**src/rtl/fbag_pkg.sv**
```systemverilog
package fbag_pkg;

    typedef enum logic [1:0] {
        ROT_0   = 2'd0,
        ROT_90  = 2'd1,
        ROT_180 = 2'd2,
        ROT_270 = 2'd3
    } rot_e;

    localparam int TILE_LOG2 = 3;

    function automatic logic bpp_legal(input logic [2:0] bpp);
        return (bpp == 3'd2) || (bpp == 3'd3) || (bpp == 3'd4);
    endfunction

endpackage

```
**src/rtl/fbag_raster_ctr.sv**
```systemverilog
module fbag_raster_ctr #(
    parameter int CW = 10
) (
    input  logic          clk,
    input  logic          rst_n,
    input  logic          adv,
    input  logic [CW-1:0] x_last,
    input  logic [CW-1:0] y_last,
    output logic [CW-1:0] x,
    output logic [CW-1:0] y,
    output logic          last
);

    typedef struct packed {
        logic [CW-1:0] x;
        logic [CW-1:0] y;
    } ctr_t;

    ctr_t st_d, st_q;
    logic x_end, y_end;

    always_comb begin
        x_end = (st_q.x == x_last);
        y_end = (st_q.y == y_last);
        st_d  = st_q;
        if (adv) begin
            if (x_end) begin
                st_d.x = '0;
                st_d.y = y_end ? '0 : st_q.y + 1'b1;
            end else begin
                st_d.x = st_q.x + 1'b1;
            end
        end
    end

    always_ff @(posedge clk or negedge rst_n) begin
        if (!rst_n) st_q <= '0;
        else        st_q <= st_d;
    end

    assign x    = st_q.x;
    assign y    = st_q.y;
    assign last = x_end && y_end;

    // after the frame's last pixel the counters return to the origin
    a_r1_wrap_origin: assert property (@(posedge clk) disable iff (!rst_n)
        (adv && last) |=> (st_q.x == '0 && st_q.y == '0));

    // without an advance the position is held
    a_r8_hold: assert property (@(posedge clk) disable iff (!rst_n)
        !adv |=> ($stable(st_q.x) && $stable(st_q.y)));

endmodule

```
**src/rtl/fbag_rot_map.sv**
```systemverilog
module fbag_rot_map
    import fbag_pkg::*;
#(
    parameter int CW = 10
) (
    input  logic [CW-1:0] sx,
    input  logic [CW-1:0] sy,
    input  logic [CW-1:0] w_m1,
    input  logic [CW-1:0] h_m1,
    input  logic [1:0]    rot,
    output logic [CW-1:0] dx,
    output logic [CW-1:0] dy,
    output logic [CW:0]   dw
);

    logic [CW:0] w_full, h_full;

    always_comb begin
        w_full = {1'b0, w_m1} + 1'b1;
        h_full = {1'b0, h_m1} + 1'b1;
        unique case (rot_e'(rot))
            ROT_0: begin
                dx = sx;
                dy = sy;
                dw = w_full;
            end
            ROT_90: begin
                dx = h_m1 - sy;
                dy = sx;
                dw = h_full;
            end
            ROT_180: begin
                dx = w_m1 - sx;
                dy = h_m1 - sy;
                dw = w_full;
            end
            default: begin
                dx = sy;
                dy = w_m1 - sx;
                dw = h_full;
            end
        endcase
    end

endmodule

```
**src/rtl/fbag_layout_idx.sv**
```systemverilog
module fbag_layout_idx
    import fbag_pkg::*;
#(
    parameter int CW    = 10,
    parameter int IDX_W = 20
) (
    input  logic [CW-1:0]    dx,
    input  logic [CW-1:0]    dy,
    input  logic [CW:0]      dw,
    input  logic             tile,
    output logic [IDX_W-1:0] idx
);

    localparam int PW = 2 * CW + 2;

    logic [PW-1:0] lin_prod;
    logic [PW-1:0] tile_row;
    logic [PW-1:0] tile_num;
    logic [PW-1:0] tile_idx;
    logic [PW-1:0] sel;

    always_comb begin
        lin_prod = {{(CW+1){1'b0}}, dy} * {{CW{1'b0}}, 1'b0, dw};
        lin_prod = lin_prod + {{(CW+2){1'b0}}, dx};

        tile_row = {{(CW+2){1'b0}}, dy >> TILE_LOG2}
                 * {{(CW+1){1'b0}}, dw >> TILE_LOG2};
        tile_num = tile_row + {{(CW+2){1'b0}}, dx >> TILE_LOG2};
        tile_idx = (tile_num << (2 * TILE_LOG2))
                 | {{(PW-6){1'b0}}, dy[2:0], dx[2:0]};

        sel = tile ? tile_idx : lin_prod;
        idx = sel[IDX_W-1:0];
    end

endmodule

```
**src/rtl/fb_rot_addr_gen.sv**
```systemverilog
module fb_rot_addr_gen
    import fbag_pkg::*;
#(
    parameter int WF     = 9,
    parameter int HF     = 10,
    parameter int ADDR_W = 32,
    parameter int BPP_W  = 3,
    parameter int MAX_DIM = 512
) (
    input  logic              clk,
    input  logic              rst_n,
    input  logic [WF-1:0]     cfg_w_m1,
    input  logic [HF-1:0]     cfg_h_m1,
    input  logic [1:0]        cfg_rot,
    input  logic              cfg_tile,
    input  logic [ADDR_W-1:0] cfg_base,
    input  logic [BPP_W-1:0]  cfg_bpp,
    input  logic              pix_valid,
    output logic              addr_valid,
    output logic [ADDR_W-1:0] addr_out,
    output logic              eof,
    output logic              cfg_err
);

    localparam int CW    = (WF > HF) ? WF : HF;
    localparam int IDX_W = 2 * CW;
    localparam logic [HF-1:0] H_M1_MAX = HF'(MAX_DIM - 1);

    typedef struct packed {
        logic              vld;
        logic [ADDR_W-1:0] addr;
        logic              eof;
    } out_t;

    out_t o_d, o_q;

    logic [CW-1:0]    w_m1_x, h_m1_x;
    logic [CW-1:0]    sx, sy, dx, dy;
    logic [CW:0]      dw;
    logic             at_last;
    logic             accept;
    logic             err;
    logic [IDX_W-1:0] idx;
    logic [ADDR_W-1:0] offs;

    assign w_m1_x = CW'(cfg_w_m1);
    assign h_m1_x = CW'(cfg_h_m1);

    always_comb begin
        err = 1'b0;
        if (cfg_tile && ((cfg_w_m1[2:0] != 3'b111) || (cfg_h_m1[2:0] != 3'b111)))
            err = 1'b1;
        if (!bpp_legal(cfg_bpp))
            err = 1'b1;
        if (cfg_h_m1 > H_M1_MAX)
            err = 1'b1;
    end

    assign accept = pix_valid && !err;

    fbag_raster_ctr #(.CW(CW)) u_ctr (
        .clk    (clk),
        .rst_n  (rst_n),
        .adv    (accept),
        .x_last (w_m1_x),
        .y_last (h_m1_x),
        .x      (sx),
        .y      (sy),
        .last   (at_last)
    );

    fbag_rot_map #(.CW(CW)) u_rot (
        .sx   (sx),
        .sy   (sy),
        .w_m1 (w_m1_x),
        .h_m1 (h_m1_x),
        .rot  (cfg_rot),
        .dx   (dx),
        .dy   (dy),
        .dw   (dw)
    );

    fbag_layout_idx #(.CW(CW), .IDX_W(IDX_W)) u_idx (
        .dx   (dx),
        .dy   (dy),
        .dw   (dw),
        .tile (cfg_tile),
        .idx  (idx)
    );

    always_comb begin
        offs      = ADDR_W'(idx) * ADDR_W'(cfg_bpp);
        o_d.vld   = accept;
        o_d.eof   = accept && at_last;
        o_d.addr  = accept ? (cfg_base + offs) : o_q.addr;
    end

    always_ff @(posedge clk or negedge rst_n) begin
        if (!rst_n) o_q <= '0;
        else        o_q <= o_d;
    end

    assign addr_valid = o_q.vld;
    assign addr_out   = o_q.addr;
    assign eof        = o_q.eof;
    assign cfg_err    = err;

    // a flagged configuration issues no address on the next edge
    a_r8_no_addr_on_err: assert property (@(posedge clk) disable iff (!rst_n)
        cfg_err |=> !addr_valid);

    // a legal pixel always yields an address
    a_r2_addr_follows: assert property (@(posedge clk) disable iff (!rst_n)
        (pix_valid && !cfg_err) |=> addr_valid);

    // no address appears without a pixel
    a_r2_no_spurious: assert property (@(posedge clk) disable iff (!rst_n)
        !pix_valid |=> !addr_valid);

    // end of frame only accompanies an issued address
    a_r9_eof_with_addr: assert property (@(posedge clk) disable iff (!rst_n)
        eof |-> addr_valid);

endmodule

```
**config.mk**
```make
export PLATFORM = sky130hd
export DESIGN_NAME = fb_rot_addr_gen
export DESIGN_NICKNAME = d
export VERILOG_FILES = /design/src/rtl/fbag_pkg.sv /design/src/rtl/fbag_raster_ctr.sv /design/src/rtl/fbag_rot_map.sv /design/src/rtl/fbag_layout_idx.sv /design/src/rtl/fb_rot_addr_gen.sv
export SDC_FILE = /design/constraint.sdc
export NUM_CORES = 1
export LEC_CHECK = 0
export ABC_AREA = 0
export CORE_MARGIN = 8
export CORE_UTILIZATION = 60
export CTS_BUF_LIST = sky130_fd_sc_hd__clkbuf_2
export CTS_CLUSTER_DIAMETER = 80
export DETAILED_ROUTE_END_ITERATION = 8
export PLACE_DENSITY = 0.8
export SLEW_MARGIN = 40
export SYNTH_ARGS = -nofsm -noshare
export SYNTH_HDL_FRONTEND = slang
export SYNTH_HIERARCHICAL = 1
export SYNTH_SLANG_ARGS = --single-unit
```
**constraint.sdc**
```tcl
create_clock -name clk -period 29.4 [get_ports clk]
set_clock_uncertainty 0.1 [all_clocks]
set_input_delay 2.94 -clock clk [delete_from_list [all_inputs] [get_ports clk]]
set_output_delay 2.94 -clock clk [all_outputs]
set_load 0.02 [all_outputs]
```
==> flow_metrics.tcl, run 1 <==
set metrics [dict create \
    syn_to_final_growth_pct 9.72 \
    pin_count 95 \
    drtIter0Drc 797 \
    die_h_um 161 \
    critPathKind "input pin to flip-flop" \
    clockBufferDepth 2 \
    layout_commonest_cell "inv_1" \
    vias 10900 \
    max_slew_margin_pct 47.9 \
    clkSinkCount 54 \
    drt-vias-per-instance 5.75 \
    fillers 1776 \
    grt_max_degree 55 \
    placedCellCount 1882 \
    clock_latency_ns 0.56 \
    required_ns 29.72 \
    dp_hpwl_mm 26.9 \
    initial_core_util_pct 60.4 \
    antenna_found_initial 1 \
    rsz0062_at_grt "false" \
    synth_mux_area_share_pct 2.15 \
    drc 0 \
    netlist_instances 1560 \
    crit_path_max_fanout 11 \
    critPathCaptureType "flip-flop" \
    postCtsSetupBuffers 0 \
    final_core_util_pct 66.2 \
    cts_tree "built" \
    grt_overflow 0 \
    die_w_um 161 \
    synthXorXnorAreaFrac_pct 6.08 \
    clkTransAtPathRegs_ns 0.28 \
    multi_input_comb_area_mm2 0.00989 \
    synth_compound_area_share_pct 15.8 \
    slowest_delay_ns 0.64 \
    crit_slowest_cell "o31ai_1" \
    grt.total_usage_pct 25.3 \
    grt_pass1_wl_mm 54.1 \
    synth-edff-count 0 \
    htree_levels 2 \
    grt_pass1_vias 10900 \
    setup_tns_ns 0 \
    synth_fa_ha_area_share_pct 34.5 \
    synthArstFlopShare_pct 100 \
    yosys_warnings 6 \
    status "completed" \
    cts_buffers 5 \
    dieArea_mm2 0.0258 \
    fin_cells 1891 \
    synth-simple-area-share_pct 19.7 \
    regArea_mm2 0.00135 \
    io_buffers 94 \
    hold_violations 0 \
    ant_nets 0 \
    mostFrequentLayoutCells "inv_1 (290), nand2_1 (169), fa_1 (138)" \
    avgSynthCellArea_um2 8.03 \
    cts_resized 0 \
    path_common_cell "fa_1" \
    cp.arrival_ns 13.63 \
    final.period_utilization_pct 45.3 \
    maxCapViolCount 0 \
    synth_ff_type "dfrtp_1" \
    wire_per_inst_um 17.1 \
    start_kind "input pin" \
    place.gp.congestion 0.929 \
    hp-class "flip-flop to flip-flop" \
    finalSetupViolations 0 \
    synth_seq_cells 54 \
    worst_pin_slew_ns 0.775 \
    netlist_area_mm2 0.0125 \
    synth_top_family_by_area "adder cells" \
    cts_root_buf "clkbuf_2" \
    fmaxAchievable_ghz 0.0751 \
    yosys.cell_types.count 89 \
    nNetsFinal 1937 \
    wirelength_mm 32.4 \
    dr.pass1.iters 5 \
    rows 53 \
    cts_hold_buffers 0 \
    slew_viol_final 0 \
    core_mm2 0.0208 \
    synth-seq-area-share_pct 10.8 \
    fin_crit_ns 13.32 \
    drive_gt1_share_pct 4.33 \
]
==> path summary, 6_finish.rpt <==
check | cells past startpoint | start | slack (ns) | endpoint
setup / recovery | 40 | cfg_w_m1[1] | 16.08 | addr_out[30]
hold / removal | 2 | addr_out[8] | 0.42 | addr_out[8]
setup reg to reg | 40 | u_ctr/x[1] | 18.34 | addr_out[30]
hold reg to reg | 2 | addr_out[8] | 0.42 | addr_out[8]
max in group asynchronous | 2 | rst_n | 26.34 | addr_out[7]
min in group asynchronous | 2 | rst_n | 2.33 | addr_out[13]
==> final cells by class <==
| type | count | share of cell area [%] |
|---|---|---|
| flip-flops and latches | 54 | 9.83 |
| clock buffers | 5 | 0.182 |
| well taps | 275 | 2.50 |
| diodes | 1 | 0.0182 |
| clock inverters | 3 | 0.209 |
| repair buffers | 104 | 7.34 |
| inverters | 292 | 7.97 |
| multi-input cells | 1157 | 72.0 |
==> synth_stat cells (3+ instances only) <==
cell type / number / share of area [%]
and2_1: 120 / 6.0
o211ai_1: 8 / 0.48
xor2_1: 35 / 2.4
o31ai_2: 3 / 0.30
a211oi_1: 13 / 0.78
mux2i_1: 10 / 0.80
nand3_1: 20 / 0.80
a21o_1: 12 / 0.72
nor3b_1: 7 / 0.42
and3_1: 8 / 0.40
nor2b_1: 18 / 0.90
mux4_2: 4 / 0.72
xnor2_1: 52 / 3.6
nand2b_1: 9 / 0.45
o21a_1: 20 / 1.2
o21bai_1: 5 / 0.30
dfrtp_1: 54 / 11
o31ai_1: 11 / 0.66
buf_2: 9 / 0.36
ha_1: 125 / 12
nor3_1: 25 / 1.0
a32oi_1: 4 / 0.28
o31a_1: 6 / 0.42
nor2_1: 62 / 1.9
a311oi_1: 3 / 0.21
a21oi_1: 67 / 2.7
a41oi_1: 5 / 0.35
o2bb2ai_1: 3 / 0.21
o21ai_1: 18 / 0.72
inv_1: 290 / 8.7
fa_1: 138 / 22
a2bb2oi_1: 4 / 0.28
nand4_1: 13 / 0.65
a32o_1: 3 / 0.24
o21ai_0: 73 / 2.9
clkbuf_1: 44 / 1.3
nor4_1: 4 / 0.20
buf_1: 5 / 0.15
nand2_1: 169 / 5.1
mux2_2: 7 / 0.63
or3_1: 7 / 0.35
a31oi_1: 7 / 0.35
o22ai_1: 5 / 0.25
==> through the flow <==
step | hold WS, ns | worst slack (ns) | area [µm²]
global route | 0.466 | 15.44 | 13700
detailed placement | 0.366 | 15.57 | 13700
CTS | 0.425 | 16.14 | 13700
finish | 0.419 | 16.08 | 13700
global placement | 0.360 | 15.79 | 13600
floorplan | 0.437 | 16.84 | 12600
==> worst max-delay path, delay by kind of cell <==
| kind | cells | cell delay, ns |
|---|---|---|
| AOI/OAI and AO/OA | 15 | 4.15 |
| xor gates and xnor gates | 2 | 0.32 |
| adders and majority gates | 10 | 4.23 |
| buffers and inverters | 7 | 0.96 |
| muxes | 1 | 0.27 |
| and+or+nand+nor | 5 | 0.75 |
==> flip-flops by register name, summed over array words and instances (netlist names) <==
| name | count |
|---|---|
| addr_out | 32 |
| u_ctr/y | 10 |
| u_ctr/x | 10 |
| eof | 1 |
| addr_valid | 1 |
==> logic make-up after synthesis <==
| kind of cell | Yosys count |
|---|---|
| and+or+nand+nor | 481 |
| buffers and inverters | 355 |
| AOI/OAI and AO/OA | 298 |
| adders and majority gates | 263 |
| xor gates and xnor gates | 87 |
| DFF | 54 |
| muxes | 21 |
| other | 1 |
==> routing by layer <==
layer	share of wire, %	vias to the layer above	GRT usage (%)	wire (µm)
met2	47	422	42.1	15100
met1	44	5226	33.6	14100
met4	3.3	0	9.18	1080
li1	-	5154	-	-
met5	0	-	0	0
met3	6.5	68	2.92	2110
Power of run 1 is left out: the tool's default activity adds up to more than one toggle a clock period on the data nets, which glitch-free logic cannot reach.
==> inputs of run 2 (changes only) <==
Clock period 29.4 ns to 13.1 ns, I/O delays scaled along.
==> run 2 against run 1 <==
Critical path depth grew 2. Cell area grew 0.21%. Global-route usage increased by 0.57 points. Worst setup slack worse by 15 ns. Core utilization grew 0.14 points. Register-to-register slack lost 16 ns. Hold slack lost 0.0023 ns.
==> flow_metrics.tcl, run 2 (synthesis results as in run 1) <==
set metrics [dict create \
    postCtsSetupBuffers 0 \
    reg2reg_to "addr_out[30]" \
    clkTransAtPathRegs_ns 0.34 \
    wire_per_inst_um 17.2 \
    mostFrequentLayoutCells "inv_1 (290), nand2_1 (169), fa_1 (138)" \
    cts_root_buf "clkbuf_2" \
    drc 0 \
    grt_overflow 0 \
    worst_pin_slew_ns 0.840 \
    clockBufferDepth 2 \
    grt_pass1_wl_mm 55.2 \
    max_slew_margin_pct 43.6 \
    status "completed" \
    crit_path_max_fanout 11 \
    setup_tns_ns 0 \
    critPathKind "input pin to flip-flop" \
    place_area_mm2 0.0137 \
    drtIter0Drc 657 \
    hold_violations 0 \
    final_area_mm2 0.0138 \
    grt.total_usage_pct 25.9 \
    hp-class "flip-flop to flip-flop" \
    cp.arrival_ns 12.00 \
    hold_path_depth 2 \
    antenna_found_initial 1 \
    die_w_um 161 \
    die_h_um 161 \
    core_mm2 0.0208 \
    clkSinkCount 54 \
    wirelength_mm 32.6 \
    fin_crit_ns 11.61 \
    r2r-start "u_ctr/x[1]" \
    crit_family "adder cells" \
    finalSetupViolations 0 \
    r2r_cells 40 \
    dieArea_mm2 0.0258 \
    nNetsFinal 1943 \
    rsz0062_at_grt "false" \
    dp_hpwl_mm 27.5 \
    slew_viol_final 0 \
    syn_to_final_growth_pct 9.95 \
    whs_ns 0.416 \
    io_buffers 94 \
    cts_buffers 5 \
    fmaxAchievable_ghz 0.0861 \
    rows 53 \
    layout_commonest_cell "inv_1" \
    final_core_util_pct 66.4 \
    crit_buf_inv 8 \
    critPathCaptureType "flip-flop" \
    htree_levels 2 \
    drive_gt1_share_pct 4.38 \
    grt_max_degree 55 \
    ant_nets 0 \
    start_kind "input pin" \
    grt_pass1_vias 11100 \
    slowest_delay_ns 0.60 \
    final.period_utilization_pct 88.6 \
    maxCapViolCount 0 \
    reg2reg_setup_slack_ns 2.09 \
    cts_hold_buffers 0 \
    path_common_cell "fa_1" \
    drt-vias-per-instance 5.68 \
    dr.pass1.iters 5 \
    min_to "addr_out[1]" \
    place.gp.congestion 0.914 \
    cts_tree "built" \
    pin_count 95 \
    initial_core_util_pct 60.4 \
    largest_reg_flops 32 \
    vias 10800 \
    cts_resized 0 \
    clock_latency_ns 0.55 \
    crit_slowest_cell "mux4_2" \
    required_ns 13.48 \
    hold_start "addr_out[1]" \
]
-- run 2: worst min-delay path: stages, from the launching register on --
cell	delay, ns
dfrtp_1	0.42
nand2_1	0.05
nand2_1	0.05
-- run 2: worst max-delay path by stage --
stage | cells past startpoint | slack, ns | end | startpoint
after floorplan | 43 | 2.17 | addr_out[30] | cfg_rot[0]
after global placement | 42 | 1.10 | addr_out[30] | cfg_w_m1[0]
after detailed placement | 42 | 1.01 | addr_out[30] | cfg_w_m1[0]
after CTS | 42 | 1.61 | addr_out[30] | cfg_w_m1[0]
after global routing | 42 | 0.89 | addr_out[30] | cfg_w_m1[0]
final | 42 | 1.49 | addr_out[30] | cfg_w_m1[0]
-- run 2: layout make-up --
| type | instances | area (µm²) |
|---|---|---|
| Antenna cell | 1 | 2.50 |
| Inverter | 292 | 1100 |
| Tap cell | 275 | 344 |
| Sequential cell | 54 | 1350 |
| Clock buffer | 5 | 25.0 |
| Clock inverter | 3 | 28.8 |
| Timing Repair Buffer | 110 | 1070 |
| Multi-Input combinational cell | 1157 | 9860 |
| Fill cell | 1809 | 6980 |
-- run 2: routing by layer --
metal / routed length, µm / global-route usage [%] / vias up
li1: - / - / 5175
met3: 2020 / 3.22 / 54
met1: 14300 / 33.6 / 5203
met4: 901 / 7.69 / 0
met5: 0 / 0 / -
met2: 15400 / 44.4 / 349
-- run 2: per-stage QoR --
stage	worst slack (ns)	cells
finish	1.49	1897
global route	0.886	1897
CTS	1.61	1896
detailed placement	1.01	1888
global placement	1.10	1887
floorplan	2.17	1566
Power of run 2 is left out for the same reason.
